==> src/rtl/xtalk_filter.sv <==
module xtalk_filter #(
  parameter int CH       = 8,
  parameter int TW       = 11,
  parameter int AW       = 8,
  parameter int WIN      = 16,
  parameter int MIN_HITS = 4
) (
  input  logic               clk,
  input  logic               rst_n,
  input  logic               start,
  input  logic [CH-1:0]      hit_valid,
  input  logic [CH*TW-1:0]   tdc_in,
  input  logic [CH*AW-1:0]   adc_in,
  input  logic [CH-1:0]      dead_mask,
  input  logic               mask_en,
  input  logic               cut_en,
  input  logic [AW-1:0]      adc_thr,
  output logic [CH-1:0]      keep,
  output logic               done
);
  localparam int CW = $clog2(CH + 1);
  localparam int IW = (CH > 1) ? $clog2(CH) : 1;

  logic [TW:0]   sk [CH];
  logic [IW-1:0] si [CH];
  logic [TW:0]   tk;
  logic [IW-1:0] ti;

  always_comb begin
    tk = '0;
    ti = '0;
    for (int i = 0; i < CH; i++) begin
      sk[i] = {~hit_valid[i], tdc_in[i*TW +: TW]};
      si[i] = IW'(i);
    end
    for (int s = 0; s < CH; s++) begin
      for (int j = s % 2; j < CH - 1; j += 2) begin
        if (sk[j] > sk[j+1]) begin
          tk = sk[j];  sk[j] = sk[j+1];  sk[j+1] = tk;
          ti = si[j];  si[j] = si[j+1];  si[j+1] = ti;
        end
      end
    end
  end

  logic [CH-1:0] low;
  for (genvar g = 0; g < CH; g++) begin : g_low
    assign low[g] = adc_in[g*AW +: AW] < adc_thr;
  end

  wire [CH-1:0] base_in = hit_valid & ~(mask_en ? dead_mask : '0) & ~(cut_en ? low : '0);
  wire [CW-1:0] n_in    = CW'($countones(hit_valid));

  logic [TW-1:0] st_tdc [CH];
  logic [IW-1:0] st_id  [CH];
  logic [CH-1:0] base;
  logic [CW-1:0] nh, sz, pos;
  logic          busy;

  wire [CW-1:0] last   = pos + sz - CW'(1);
  wire [TW-1:0] spread = st_tdc[last[IW-1:0]] - st_tdc[pos[IW-1:0]];
  wire          fits   = spread <= TW'(WIN);

  logic [CH-1:0] gmask;
  always_comb begin
    gmask = '0;
    for (int i = 0; i < CH; i++)
      if (CW'(i) >= pos && CW'(i) < pos + sz) gmask[st_id[i]] = 1'b1;
  end

  always_ff @(posedge clk) begin
    if (!rst_n) begin
      keep <= '0;
      done <= 1'b0;
      busy <= 1'b0;
      base <= '0;
      nh   <= '0;
      sz   <= '0;
      pos  <= '0;
      for (int i = 0; i < CH; i++) begin
        st_tdc[i] <= '0;
        st_id[i]  <= '0;
      end
    end else begin
      done <= 1'b0;
      if (!busy) begin
        if (start) begin
          base <= base_in;
          nh   <= n_in;
          for (int i = 0; i < CH; i++) begin
            st_tdc[i] <= sk[i][TW-1:0];
            st_id[i]  <= si[i];
          end
          if (n_in < CW'(MIN_HITS)) begin
            keep <= base_in;
            done <= 1'b1;
          end else begin
            busy <= 1'b1;
            sz   <= n_in;
            pos  <= '0;
          end
        end
      end else if (fits) begin
        keep <= base & ~gmask;
        done <= 1'b1;
        busy <= 1'b0;
      end else if (pos + sz < nh) begin
        pos <= pos + CW'(1);
      end else if (sz > CW'(MIN_HITS)) begin
        sz  <= sz - CW'(1);
        pos <= '0;
      end else begin
        keep <= base;
        done <= 1'b1;
        busy <= 1'b0;
      end
    end
  end
endmodule

==> config.mk <==
export PLATFORM = sky130hd
export DESIGN_NAME = xtalk_filter
export DESIGN_NICKNAME = d
export VERILOG_FILES = /design/src/rtl/xtalk_filter.sv
export SDC_FILE = /design/constraint.sdc
export NUM_CORES = 2
export LEC_CHECK = 0
export BUFFER_PORTS_ARGS = -buffer_cell sky130_fd_sc_hd__buf_2
export CELL_PAD_IN_SITES_DETAIL_PLACEMENT = 1
export CELL_PAD_IN_SITES_GLOBAL_PLACEMENT = 2
export CORE_MARGIN = 2
export CORE_UTILIZATION = 34
export DETAILED_ROUTE_END_ITERATION = 8
export PLACE_DENSITY_LB_ADDON = 0.3
export RECOVER_POWER = 25
export SYNTH_ARGS = -nofsm -noshare
export SYNTH_HDL_FRONTEND = slang
export SYNTH_SLANG_ARGS = --single-unit
==> constraint.sdc <==
create_clock -name clk -period 20.8 [get_ports clk]
set_input_delay 1.04 -clock clk [delete_from_list [all_inputs] [get_ports clk]]
set_output_delay 1.04 -clock clk [all_outputs]
set_load 0.01 [all_outputs]
==> impl_metrics.ini <==
[outcome]
status = finished with violations
violations = capacitance limit, slew limit

[cells_and_area]
layout_common_cells = ha_1 (384), a21oi_1 (311), o21ai_0 (307)
diodes = 0
drive_gt1_frac = 0.140
area_growth_syn_to_layout_pct = 12.6
final_util = 0.385
nNetsFinal = 4220
layout_commonest_cell = ha_1

[placed_design]
portBuffers = 189
dp_slack_ps = -24.6
gp_congestion = 0.913
detailed_place_hpwl_um = 88700

[clock_tree]
numCtsBuffers = 17
clock-sinks = 145
ctsRootBufferMaster = clkbuf_16
cts_tree = built
htreeDepth = 4
cts_max_path_buffers = 2
clock_latency_ps = 440
cts.clk_slew.worst_paths_ps = 60

[die]
die_w_um = 285
start_util = 0.342
dieHeight_um = 285
row_count = 103
io_pins = 190
core_mm2 = 0.0786
die_area_mm2 = 0.0814

[route]
viasPerCell = 5.69
antenna_left = 0
wire_per_inst_um = 22.3
drtIter0Drc = 1722
drc = 0
vias = 26800
dr.pass1.iters = 5
wl_um = 105000

[yosys]
ys_async_sr_fraction = 0
yosysUniqueCellTypes = 103
synth_edf_count = 112
netlist_instances = 3479
synth_ff_type = edfxtp_1
synth_nets = 4049
ys_ff_latch = 145
synth_area_mm2 = 0.0269
synth.avg_cell_area_um2 = 7.73
synth_seq_area_share = 0.150
yosysWarnings = 0

[worst_setup_path]
path_depth = 78
cp.required_ps = 20980
start_kind = input port
crit_path_end_kind = register
critPathSlowestCell = or4_4
cp_num_buf_inv = 10
timing.critical_path.mode_cell = ha_1
critPathMaxFanout = 38
cp.arrival_ps = 19850
reg2reg_to = keep[4]
rrSetupSlack_ps = 14400
slowest_delay_ps = 630
r2r-start = sz[0]
cpLargestDelayFamily = compound AO/OA/AOI/OAI gates
critical_path_class = in2reg
cp-startpoint = hit_valid[4]
reg2reg_depth = 25
cp-endpoint = st_id[0][7]

[grt]
grt_pass1_vias = 26100
antenna_found_initial = 1
gr-total-overflow = 0
grt_usage = 0.250
grt_pass1_wl_um = 159000
grt_max_degree = 72

[sta]
setup_violations = 0
fin_crit_sh = 0.946
finalHoldViolations = 0
tightest_slew_ps = 3990
finalMaxSlewViolations = 161
timing.fmax_ghz = 0.0508
max_slew_margin = -1.66
final.min_clock_period_ps = 19670
skew_ps = 11.8
fin_ws_ps = 1130

[worst_hold_path]
holdPathStages = 2
hold_path.class = reg2reg

[run]
cap_violations = 3
tightest hold or removal path, cell delays in order, from the launching register on:
cell	delay (ps)
dfxtp_1	320
nand2_1	40
o21ai_0	60
registers in the layout, summed over array words and instances (netlist names), named ones only:
signal,count
st_tdc,88
st_id,24
base,8
keep,8
nh,4
pos,4
sz,4
busy,1
done,1
synthesized netlist by cell type (53+ instances only):
cell type | instances | area, µm²
clkbuf_1 | 115 | 432
mux2i_1 | 274 | 2740
inv_1 | 271 | 1020
nand4_1 | 53 | 332
o21ai_0 | 311 | 1560
ha_1 | 384 | 4800
edfxtp_1 | 112 | 3360
mux2_2 | 53 | 597
a21oi_1 | 318 | 1590
nor2b_1 | 81 | 507
nor2_1 | 273 | 1020
nand2_1 | 301 | 1130
a21o_1 | 75 | 563
nand2b_1 | 56 | 350
nor3_1 | 61 | 305
nand3_1 | 77 | 385
cell type report:
type | count | area [µm²]
multi-input combinational | 2904 | 21400
inverter | 276 | 1040
timing repair buffer | 306 | 1860
sequential | 145 | 4020
fill | 9757 | 48300
clock buffer | 19 | 433
tap | 1050 | 1310
clock inverter | 13 | 185
per-layer routing:
metal	track usage	routed length, µm	up-vias	share of wire
met1	0.351	50300	13100	0.48
li1	-	-	13200	-
met2	0.422	49500	482	0.47
met5	0	0	-	0
met3	0.0158	2990	78	0.029
met4	0.0526	2070	0	0.020
worst min-delay path by stage:
stage	to	start
2_1_floorplan	base[0]	base[0]
3_3_place_gp	base[6]	base[6]
3_5_place_dp	base[7]	base[7]
4_1_cts	base[1]	base[1]
5_1_grt	base[4]	base[4]
6_report	base[1]	base[1]
kinds of logic after synthesis:
group | count (synthesis) | synth area share
compound gates | 1052 | 0.241
simple gates | 1048 | 0.189
fa+ha+maj | 399 | 0.186
mux | 376 | 0.164
xor+xnor | 27 | 0.00879
flops | 145 | 0.150
buf+inv | 432 | 0.0621
repair_timing:
item | CTS | global route
gates resized for setup | 0 | 31
setup endpoints to repair | 0 | 84
hold buffers | 0 | 0
setup buffers | 0 | 16
through the flow:
stage / hold slack [ps] / setup TNS, ps / cell area, µm² / cells
global route: 492 / -1240 / 30300 / 4713
finish: 458 / 0 / 30300 / 4713
CTS: 463 / 0 / 30000 / 4695
detailed placement: 444 / -24.6 / 29400 / 4663
floorplan: 425 / 0 / 26900 / 3479
global placement: 433 / 0 / 29400 / 4663
Power is not shown: default switching activity piles up to over one toggle a cycle in this logic, so the estimate is an artifact.
